**src/rtl/gpio_mux_pkg.sv**
```systemverilog
package gpio_mux_pkg;
  localparam int ADDR_W = 2;
  localparam logic [ADDR_W-1:0] A_LATCH = 2'd0;
  localparam logic [ADDR_W-1:0] A_DIR   = 2'd1;
  localparam logic [ADDR_W-1:0] A_FNA   = 2'd2;
  localparam logic [ADDR_W-1:0] A_FNB   = 2'd3;

  typedef enum logic [1:0] {
    B0_GPIO     = 2'd0,
    B0_SCLK_OUT = 2'd1,
    B0_SCLK_IN  = 2'd2,
    B0_IR_RX    = 2'd3
  } b0_mode_e;
endpackage

```
**src/rtl/gpio_port_regs.sv**
```systemverilog
module gpio_port_regs
  import gpio_mux_pkg::*;
#(
  parameter int WIDTH = 8
) (
  input  logic              clk,
  input  logic              rst_n,
  input  logic              wr_en,
  input  logic              rd_en,
  input  logic [ADDR_W-1:0] addr,
  input  logic [WIDTH-1:0]  wr_data,
  input  logic [WIDTH-1:0]  pin_in,
  output logic [WIDTH-1:0]  latch_q,
  output logic [WIDTH-1:0]  dir_q,
  output logic [WIDTH-1:0]  fna_q,
  output logic [WIDTH-1:0]  fnb_q,
  output logic [WIDTH-1:0]  rd_data,
  output logic              rd_valid
);
  logic [WIDTH-1:0] rd_mux;

  always_ff @(posedge clk or negedge rst_n) begin
    if (!rst_n) begin
      latch_q <= '1;
      dir_q   <= '0;
      fna_q   <= '0;
      fnb_q   <= '0;
    end else if (wr_en) begin
      case (addr)
        A_LATCH: latch_q <= wr_data;
        A_DIR:   dir_q   <= wr_data;
        A_FNA:   fna_q   <= wr_data;
        default: fnb_q   <= wr_data;
      endcase
    end
  end

  always_comb begin
    case (addr)
      A_LATCH: rd_mux = (dir_q & latch_q) | (~dir_q & pin_in);
      A_DIR:   rd_mux = dir_q;
      A_FNA:   rd_mux = fna_q;
      default: rd_mux = fnb_q;
    endcase
  end

  always_ff @(posedge clk or negedge rst_n) begin
    if (!rst_n) begin
      rd_data  <= '0;
      rd_valid <= 1'b0;
    end else begin
      rd_valid <= rd_en;
      if (rd_en) rd_data <= rd_mux;
    end
  end

  // a direction write is visible on the following edge
  assert_dir_write_R2: assert property (@(posedge clk) disable iff (!rst_n)
    (wr_en && addr == A_DIR) |=> (dir_q == $past(wr_data)));

  // read data holds without a read strobe
  assert_rd_hold_R10: assert property (@(posedge clk) disable iff (!rst_n)
    !rd_en |=> $stable(rd_data));
endmodule

```
**src/rtl/gpio_bit0_mux.sv**
```systemverilog
module gpio_bit0_mux
  import gpio_mux_pkg::*;
(
  input  logic latch0,
  input  logic dir0,
  input  logic fna0,
  input  logic fnb0,
  input  logic pin_in0,
  input  logic sclk_out,
  input  logic portc1_in,
  output logic pin_out0,
  output logic pin_oe0,
  output logic sclk_ext,
  output logic rx_data
);
  b0_mode_e mode;
  logic     ir_sig;

  always_comb begin
    if (!fna0)     mode = B0_GPIO;
    else if (fnb0) mode = B0_IR_RX;
    else if (dir0) mode = B0_SCLK_OUT;
    else           mode = B0_SCLK_IN;
  end

  always_comb begin
    pin_out0 = latch0;
    pin_oe0  = 1'b0;
    sclk_ext = 1'b0;
    case (mode)
      B0_GPIO:     pin_oe0 = dir0;
      B0_SCLK_OUT: begin pin_out0 = sclk_out; pin_oe0 = 1'b1; end
      B0_SCLK_IN:  sclk_ext = pin_in0;
      default:     pin_oe0 = 1'b0;
    endcase
  end

  assign ir_sig  = pin_in0 ^ latch0;
  assign rx_data = fnb0 ? ir_sig : portc1_in;
endmodule

```
**src/rtl/gpio_upper_mux.sv**
```systemverilog
module gpio_upper_mux #(
  parameter int WIDTH = 8
) (
  input  logic [WIDTH-1:1] latch_q,
  input  logic [WIDTH-1:1] dir_q,
  input  logic [WIDTH-1:1] fna_q,
  input  logic [WIDTH-1:1] alt_out,
  output logic [WIDTH-1:1] pin_out,
  output logic [WIDTH-1:1] pin_oe
);
  for (genvar i = 1; i < WIDTH; i++) begin : g_bit
    assign pin_out[i] = fna_q[i] ? alt_out[i] : latch_q[i];
    assign pin_oe[i]  = dir_q[i];
  end
endmodule

```
**src/rtl/gpio_mux_port.sv**
```systemverilog
module gpio_mux_port
  import gpio_mux_pkg::*;
#(
  parameter int WIDTH = 8
) (
  input  logic              clk,
  input  logic              rst_n,
  input  logic              wr_en,
  input  logic              rd_en,
  input  logic [ADDR_W-1:0] addr,
  input  logic [WIDTH-1:0]  wr_data,
  output logic [WIDTH-1:0]  rd_data,
  output logic              rd_valid,
  input  logic [WIDTH-1:0]  pin_in,
  output logic [WIDTH-1:0]  pin_out,
  output logic [WIDTH-1:0]  pin_oe,
  input  logic [WIDTH-1:1]  alt_out,
  input  logic              sclk_out,
  output logic              sclk_ext,
  input  logic              portc1_in,
  output logic              rx_data
);
  logic [WIDTH-1:0] latch_q, dir_q, fna_q, fnb_q;

  gpio_port_regs #(.WIDTH(WIDTH)) u_regs (
    .clk(clk), .rst_n(rst_n), .wr_en(wr_en), .rd_en(rd_en), .addr(addr),
    .wr_data(wr_data), .pin_in(pin_in), .latch_q(latch_q), .dir_q(dir_q),
    .fna_q(fna_q), .fnb_q(fnb_q), .rd_data(rd_data), .rd_valid(rd_valid)
  );

  gpio_bit0_mux u_bit0 (
    .latch0(latch_q[0]), .dir0(dir_q[0]), .fna0(fna_q[0]), .fnb0(fnb_q[0]),
    .pin_in0(pin_in[0]), .sclk_out(sclk_out), .portc1_in(portc1_in),
    .pin_out0(pin_out[0]), .pin_oe0(pin_oe[0]), .sclk_ext(sclk_ext),
    .rx_data(rx_data)
  );

  gpio_upper_mux #(.WIDTH(WIDTH)) u_upper (
    .latch_q(latch_q[WIDTH-1:1]), .dir_q(dir_q[WIDTH-1:1]),
    .fna_q(fna_q[WIDTH-1:1]), .alt_out(alt_out),
    .pin_out(pin_out[WIDTH-1:1]), .pin_oe(pin_oe[WIDTH-1:1])
  );

  // infrared receive mode never drives the pad
  assert_ir_no_drive_R8: assert property (@(posedge clk) disable iff (!rst_n)
    (fna_q[0] && fnb_q[0]) |-> !pin_oe[0]);

  // serial clock output mode drives the clock on the pad
  assert_sclk_drive_R6: assert property (@(posedge clk) disable iff (!rst_n)
    (fna_q[0] && !fnb_q[0] && dir_q[0]) |-> (pin_oe[0] && pin_out[0] == sclk_out));

  // with the source select clear the receiver follows port C bit 1
  assert_rx_src_R9: assert property (@(posedge clk) disable iff (!rst_n)
    !fnb_q[0] |-> (rx_data == portc1_in));
endmodule

```
**config.mk**
```make
export PLATFORM = sky130hd
export DESIGN_NAME = gpio_mux_port
export DESIGN_NICKNAME = d
export VERILOG_FILES = /design/src/rtl/gpio_mux_pkg.sv /design/src/rtl/gpio_port_regs.sv /design/src/rtl/gpio_bit0_mux.sv /design/src/rtl/gpio_upper_mux.sv /design/src/rtl/gpio_mux_port.sv
export SDC_FILE = /design/constraint.sdc
export NUM_CORES = 1
export LEC_CHECK = 0
export ABC_AREA = 1
export ABC_CLOCK_PERIOD_IN_PS = 1300
export CAP_MARGIN = 20
export CORE_MARGIN = 1.5
export CORE_UTILIZATION = 35
export DETAILED_ROUTE_END_ITERATION = 10
export DONT_BUFFER_PORTS = 1
export PLACE_DENSITY = 0.5
export SLEW_MARGIN = 25
export SYNTH_ARGS = -nofsm -noshare
export SYNTH_HDL_FRONTEND = slang
export SYNTH_SLANG_ARGS = --single-unit
```
**constraint.sdc**
```tcl
create_clock -name clk -period 1.3 [get_ports clk]
set_clock_uncertainty 0.1 [all_clocks]
set_input_delay 0.26 -clock clk [delete_from_list [all_inputs] [get_ports clk]]
set_output_delay 0.26 -clock clk [all_outputs]
set_load 0.005 [all_outputs]
```
* Word level (Yosys, flattened, before mapping) *
Cells that the tools add are included.
Widths: inputs -> output; s select.

operators by class
  reductions and logical operators = 7
  mux-type cells = 15
  equal/unequal tests = 4
  bitwise gates (word level) = 6

operators with widths
  kind                number
  $pmux 8 s3          1
  $and 8x8->8         2
  $mux 1              10
  $not 8->8           1
  $or 8x8->8          1
  $reduce_and 2->1    4
  $mux 2              3
  $eq 2x1->1 const B  2
  $eq 2x2->1 const B  2
  $logic_not 2->1     2
  $reduce_or 3->1     1
  $pmux 1 s2          1
  $not 1->1           1
  $xor 1x1->1         1

storage, ports and cells
  word-level logic and storage cells = 38
  register bits after elaboration = 41

* Depth between registers and ports, before layout *
Gate-level depths: netlist (run 1).

  depth after elaboration = 5
  mapped depth = 8
  depth with buffers taken out = 7

* Modules after synthesis *
A second synthesis (run 1) with hierarchy kept.

unflattened totals
  cells, all modules = 301
  area, all modules = 2213.4 um2

by module, submodules not included
  module          cells an instance  area an instance (um2)  instances
  gpio_port_regs  251                1989.4                  1
  gpio_upper_mux  35                 157.7                   1
  gpio_bit0_mux   15                 66.3                    1

* Worst setup path before layout (run 1) *
Ideal clock, no wire load.

  path kind = reg2out
  start = register u_regs.fnb_q[0]
  end = output pin_out[0]
  setup slack = 132 ps
  data required time = 940 ps
  arrival time = 808 ps
  cell stages (with the launch flop) = 5
  cells stage by stage = dfrtp_1 inv_1 nand3_1 a21oi_1 buf_4

between the ends
  word-level cells in the longest chain between the ends = 4

ends and longest elaborated chain
  what                    line                  RTL
  from (decl)             gpio_port_regs.sv:16  output logic [WIDTH-1:0] fnb_q,
  from (signal assigned)  gpio_port_regs.sv:33  default: fnb_q <= wr_data;
  $mux 2                  gpio_bit0_mux.sv:21   else if (fnb0) mode = B0_IR_RX;
  $mux 2                  gpio_bit0_mux.sv:20   if (!fna0) mode = B0_GPIO;
  $eq 2x1->1              gpio_bit0_mux.sv:30   case (mode)
  $mux 1                  gpio_bit0_mux.sv:30
  to (decl)               gpio_mux_port.sv:15   output logic [WIDTH-1:0] pin_out,

No other way between the ends.

* Worst setup path after layout (run 1) *
  start = register u_regs.latch_q[0]
  end = output rx_data

between the ends
  word-level cells in the longest chain between the ends = 2

ends and longest elaborated chain
  what                    line                  RTL
  from (decl)             gpio_port_regs.sv:13  output logic [WIDTH-1:0] latch_q,
  from (signal assigned)  gpio_port_regs.sv:30  A_LATCH: latch_q <= wr_data;
  $xor 1x1->1             gpio_bit0_mux.sv:38   assign ir_sig = pin_in0 ^ latch0;
  $mux 1                  gpio_bit0_mux.sv:39   assign rx_data = fnb0 ? ir_sig : portc1_in;
  to (decl)               gpio_mux_port.sv:21   output logic rx_data

No other way between the ends.

==> run_results.csv, run 1 <==
group,metric,value,unit
timing,fin_crit,1.42,ns
synth,ys_warn_count,0,
clock_tree,cts_num_sinks,41,
floorplanning,die_h,81.5,um
power,vdd_ir_drop_max,0.556,mV
floorplanning,ios,58,
floorplanning,fp.coreArea,5920,um^2
status,outcome,"finished with violations",
placed_design,place_hpwl,3460,um
clock_tree,cts_root_buffer,"clkbuf_8",
clock_tree,hold_buffers,1,
clock_tree,cts_buffers,5,
drt,postRouteAntennaNets,0,
min_path,holdCritPathClass,"primary input to async pin",
cells_and_area,fin_nets,316,
synth,synth_fp_nets,309,
worst_setup_path,setup.worst_path.start,"u_regs.latch_q[0]$_DFFE_PN1P_",
drt,routed_wl,5120,um
worst_setup_path,slowest_stage,"dfstp_2",
floorplanning,die_area,6640,um^2
power,clkPwrFrac,0.267,
power,p_seq_frac,0.533,
cells_and_area,antenna_cells,0,
timing,fmax,0.706,GHz
placed_design,gp_congestion,0.703,
worst_setup_path,arrival,1.06,ns
grt,grt_usage,0.171,
synth,syn_area_per_cell,7.75,um^2
drt,firstDrtPassIters,4,
drt,vias_per_cell,4.81,
cells_and_area,area_growth,11.6,%
clock_tree,tritoncts,"built",
power,p_switching,982,uW
timing,setup_viol,10,
synth,synth-seq-cells,41,
worst_setup_path,slowest_delay,0.56,ns
worst_setup_path,cp_max_fo,3,
timing,period_share,1.09,
grt,grt_max_degree,42,
synth,synthesis.area,2150,um^2
synth,syn_inst,278,
power,p_sw_frac,0.307,
worst_setup_path,critPathKind,"flip-flop to output pin",
worst_setup_path,cp_top_family,"flip-flops",
grt,grt_pass1_vias,1589,
timing,hold_ws,-0.448,ns
cells_and_area,final.fill_count,638,
timing,slew_headroom,0.802,
clock_tree,clockBufferDepth,2,
power,power.density,1330,nW/um^2
drt,avgRoutedWirePerCell,14.2,um
synth,synth.largest_area_cell,"dfrtp_1",
timing,slew_viol_final,0,
worst_setup_path,crit_buf_inv,0,
cells_and_area,postLayoutCoreUtil,0.406,
flow_run,cap_violations,0,
floorplanning,rows,28,
worst_setup_path,r2r_start,"u_regs.dir_q[7]$_DFFE_PN0P_",
synth,synth_area_leaders,"dfrtp_1 (38%), nand2_1 (17%), dfstp_2 (9.8%)",
drt,remaining_drc_errors,0,
synth,yosysSeqAreaShare,0.481,
clock_tree,insertion_delay,0.29,ns
placed_design,place_inst,348,
grt,grt_antenna_before_repair,0,
cells_and_area,register_area,1040,um^2
cells_and_area,drive_above_1_share,0.249,
timing,rsz0062_at_grt,"true",
cells_and_area,multiInputGateArea,952,um^2
grt,grt_pass1_wl,8180,um
drt,drt_iter0_drc,83,
cells_and_area,final_cell_count_no_fill,360,
worst_setup_path,endpoint_kind,"output pin",
clock_tree,path_clk_slew,0.08,ns
cells_and_area,layout_commonest_cell,"nand2_1",
timing,tightestPinTransition,0.297,ns
timing,hold_violations,41,
placed_design,portBuffers,0,
cells_and_area,final_cell_mix,"nand2_1 (97), dfrtp_1 (31), o21ai_1 (24)",
synth,ys_types,22,
grt,overflow,0,
synth,synth_top_area_frac,0.383,
drt,vias,1733,
worst_setup_path,path_cells,"xnor2_1 -> o21ai_2",
power,intPower,2220,uW
floorplanning,dieWidth,81.5,um
worst_setup_path,crit_required,0.94,ns
power,power_leakage,0.00121,uW
timing,layout_setup_ws,-0.116,ns
worst_setup_path,worstSetupStartpointType,"flip-flop",
floorplanning,initial_core_util,0.364,
clock_tree,htreeDepth,2,
status,violations,"negative hold slack, negative setup slack",
power,comb_power_share,0.200,
## per-layer routing
| metal | wire [um] | global-route usage | share of wire | vias up |
|---|---|---|---|---|
| met2 | 2330 | 0.269 | 0.45 | 43 |
| met3 | 280 | 0.0522 | 0.055 | 9 |
| li1 | - | - | - | 885 |
| met4 | 94 | 0.0517 | 0.018 | 0 |
| met1 | 2420 | 0.225 | 0.47 | 796 |
| met5 | 0 | 0 | 0 | - |
## power groups by stage
stage	Combinational (uW)	Clock, uW	Sequential, uW
after floorplan	492	0	1660
after global placement	554	0	1700
after detailed placement	562	0	1710
after CTS	643	882	1710
after global routing	741	946	1740
final	639	854	1710
## layout make-up
cell class                 count  share of cell area
clock buffer                   7              0.0359
inverter                      35              0.0546
multi-input combinational    192               0.396
sequential                    41               0.432
tap                           75              0.0390
timing repair buffer          10              0.0427
## cells by family (layout without fill, tap and decap cells)
group / Yosys count / after routing / share of synthesized area
XOR/XNOR: 1 / 1 / 0.00407
flip-flops: 41 / 41 / 0.481
AO/OA/AOI/OAI: 47 / 47 / 0.123
AND/OR/NAND/NOR: 144 / 144 / 0.289
buffers and inverters: 45 / 52 / 0.103
## Yosys cell counts
master and instances:
buf_2 1, buf_4 2, dfrtp_1 33, a21oi_1 7, nand2_1 97, nand2_4 1, inv_1 32, dfstp_2 8
nor2_4 1, nor4_1 1, clkbuf_1 1, nand3_1 9, o21ai_0 8, xnor2_1 1, nor2_1 23, nand3_4 2
inv_2 3, o21ai_1 24, or2_2 7, buf_6 6, o21ai_2 8, nand2_2 3
## state kept, by name, summed over array words and instances, names as in the netlist
signal           cells
u_regs.fnb_q         8
u_regs.latch_q       8
u_regs.fna_q         8
u_regs.rd_data       8
u_regs.dir_q         8
u_regs.rd_valid      1
## worst paths after layout
path,endpoint,slack [ns],depth (start not counted)
max reg2reg,u_regs.rd_data[7]$_DFFE_PN0P_,0.13,5
max in group asynchronous,u_regs.latch_q[6]$_DFFE_PN1P_,1.36,0
max,rx_data,-0.12,2
min,u_regs.rd_data[0]$_DFFE_PN0P_,-0.45,0
min reg2reg,u_regs.latch_q[3]$_DFFE_PN1P_,0.38,2
min in group clk,u_regs.latch_q[1]$_DFFE_PN1P_,0.06,2
## per-stage QoR
step | area (um^2) | TNS [ns] | power, uW | setup slack, ns
after global routing | 2400 | -1.20 | 3430 | -0.179
after CTS | 2400 | -0.840 | 3230 | -0.138
after detailed placement | 2220 | 0 | 2270 | 0.131
final | 2400 | -0.664 | 3200 | -0.116
after floorplan | 2150 | 0 | 2150 | 0.132
after global placement | 2220 | 0 | 2260 | 0.134
## timing repair
item,in CTS,in global routing
setup buffers,4,0
endpoints found under the hold margin,42,41
pin swaps,2,3
endpoints found under the setup margin,11,11
resized for setup,31,1
Note: power is estimated with default switching activity, not from simulation.
==> run 2, diff against run 1 <==
==> constraint.sdc (replaced) <==
create_clock -name clk -period 1.3 [get_ports clk]
set_clock_uncertainty 0.1 [all_clocks]
set_input_delay 0.13 -clock clk [delete_from_list [all_inputs] [get_ports clk]]
set_output_delay 0.13 -clock clk [all_outputs]
set_load 0.005 [all_outputs]
==> run 2 against run 1 <==
Effect of this change:
- the flow now finishes without violations
- setup slack better by 0.13 ns
- global-route usage down 0.71 points
- critical path depth up 1
- register-to-register slack worse by 0.04 ns
- via count up 0.63%
==> run_results.csv, run 2 (synthesis gave the netlist of run 1 again) <==
group,metric,value,unit
status,outcome,"finished clean",
cells_and_area,final_cell_mix,"nand2_1 (97), dfrtp_1 (31), inv_1 (30)",
cells_and_area,area_growth,17.4,%
floorplanning,rows,28,
worst_setup_path,endpoint_kind,"output pin",
cells_and_area,postLayoutCoreUtil,0.427,
min_path,min_delay_worst_endpoint,"u_regs.rd_data[6]$_DFFE_PN0P_",
grt,use_met1,0.218,
worst_setup_path,crit_required,1.07,ns
timing,slew_viol_final,0,
drt,remaining_drc_errors,0,
clock_tree,htreeDepth,2,
timing,hold_violations,0,
grt,grt_antenna_before_repair,0,
grt,top_usage_layer,"met2",
clock_tree,path_clk_slew,0.08,ns
power,power_leakage,0.00126,uW
drt,vias_per_cell,4.70,
flow_run,cap_violations,0,
clock_tree,tritoncts,"built",
drt,firstDrtPassIters,4,
timing,period_share,0.987,
drt,drt_iter0_drc,65,
timing,fin_setup_tns,0,ns
timing,fin_crit,1.28,ns
timing,hold_ws,0.0125,ns
timing,tightestPinTransition,0.542,ns
floorplanning,initial_core_util,0.364,
timing,fmax,0.779,GHz
worst_setup_path,cp_max_fo,4,
drt,avgRoutedWirePerCell,13.9,um
timing,slew_headroom,0.638,
placed_design,portBuffers,0,
power,vdd_ir_drop_max,0.695,mV
grt,grt_max_degree,42,
drt,postRouteAntennaNets,0,
worst_setup_path,critPathKind,"flip-flop to output pin",
cells_and_area,layout_commonest_cell,"nand2_1",
placed_design,place_hpwl,3380,um
floorplanning,dieWidth,81.5,um
clock_tree,cts_num_sinks,41,
grt,grt_usage,0.164,
floorplanning,die_area,6640,um^2
min_path,holdCritPathClass,"primary input to flip-flop",
min_path,hold_depth,6,
floorplanning,die_h,81.5,um
clock_tree,cts_buffers,5,
grt,grt_pass1_wl,8020,um
worst_setup_path,reg2reg_slack,0.09,ns
worst_setup_path,r2r_cells,5,
worst_setup_path,r2r_start,"u_regs.dir_q[4]$_DFFE_PN0P_",
timing,setup_viol,0,
timing,layout_setup_ws,0.0167,ns
grt,grt_use_met3,0.0356,
grt,use_met2,0.265,
timing,rsz0062_at_grt,"true",
power,power,3460,uW
grt,overflow,0,
worst_setup_path,arrival,1.05,ns
cells_and_area,fin_nets,326,
drt,vias,1744,
floorplanning,ios,58,
worst_setup_path,r2r_end,"u_regs.rd_data[4]$_DFFE_PN0P_",
placed_design,gp_congestion,0.744,
cells_and_area,final.fill_count,617,
floorplanning,fp.coreArea,5920,um^2
min_path,hp-start,"addr[1]",
grt,grt_pass1_vias,1617,
clock_tree,insertion_delay,0.29,ns
placed_design,dp_slack,0.0923,ns
clock_tree,cts_root_buffer,"clkbuf_8",
cells_and_area,drive_above_1_share,0.213,
cells_and_area,antenna_cells,0,
power,power.density,1370,nW/um^2
clock_tree,clockBufferDepth,2,
drt,routed_wl,5140,um
worst_setup_path,worstSetupStartpointType,"flip-flop",
==> run 2: critical path: stages (launching register included) <==
cell	delay (ns)
dfrtp_2	0.45
inv_2	0.09
nand3_2	0.08
a21oi_2	0.15
==> run 2: final cells by class <==
| cell class | count | area, um^2 | share of cell area |
|---|---|---|---|
| Clock buffer | 7 | 86.3 | 0.0341 |
| Clock inverter | 1 | 30.0 | 0.0119 |
| Inverter | 35 | 131 | 0.0520 |
| Multi-Input combinational cell | 192 | 948 | 0.375 |
| Sequential cell | 41 | 1040 | 0.411 |
| Tap cell | 75 | 93.8 | 0.0371 |
| Timing Repair Buffer | 20 | 200 | 0.0792 |
==> run 2: how the worst max path moves through the flow <==
stage,end,start,slack [ns],depth (start not counted)
global route,pin_out[0],u_regs.fnb_q[0]$_DFFE_PN0P_,-0.04,4
floorplan,u_regs.rd_data[6]$_DFFE_PN0P_,u_regs.dir_q[6]$_DFFE_PN0P_,0.20,5
finish,pin_out[0],u_regs.fnb_q[0]$_DFFE_PN0P_,0.02,3
global placement,u_regs.rd_data[4]$_DFFE_PN0P_,u_regs.dir_q[4]$_DFFE_PN0P_,0.10,5
detailed placement,u_regs.rd_data[4]$_DFFE_PN0P_,u_regs.dir_q[4]$_DFFE_PN0P_,0.09,5
CTS,sclk_ext,u_regs.fna_q[0]$_DFFE_PN0P_,-0.01,2
==> run 2: stage by stage <==
step	area, um^2	std cells
6_report	2530	371
4_1_cts	2490	370
3_3_place_gp	2170	345
2_1_floorplan	2150	278
5_1_grt	2530	371
3_5_place_dp	2170	345
==> run 2: layer usage <==
metal  vias to the layer above  part of all wire
met5                         -                 0
met4                         0             0.011
met3                         5             0.054
met2                        44              0.45
met1                       802              0.48
li1                        893                 -
==> run 2: report_power, final <==
group	switching [uW]	internal (uW)	leakage, uW	total [uW]
Combinational	375	302	0.000713	677
Sequential	196	1510	0.000492	1700
Clock	449	627	0.0000585	1080
==> run 2: repair_timing <==
action,4_1_cts,5_1_grt
pin swaps,2,3
buffers inserted,4,1
endpoints found under the hold margin,78,0
endpoints found under the setup margin,10,9
resized for setup,15,9
hold buffers,13,0
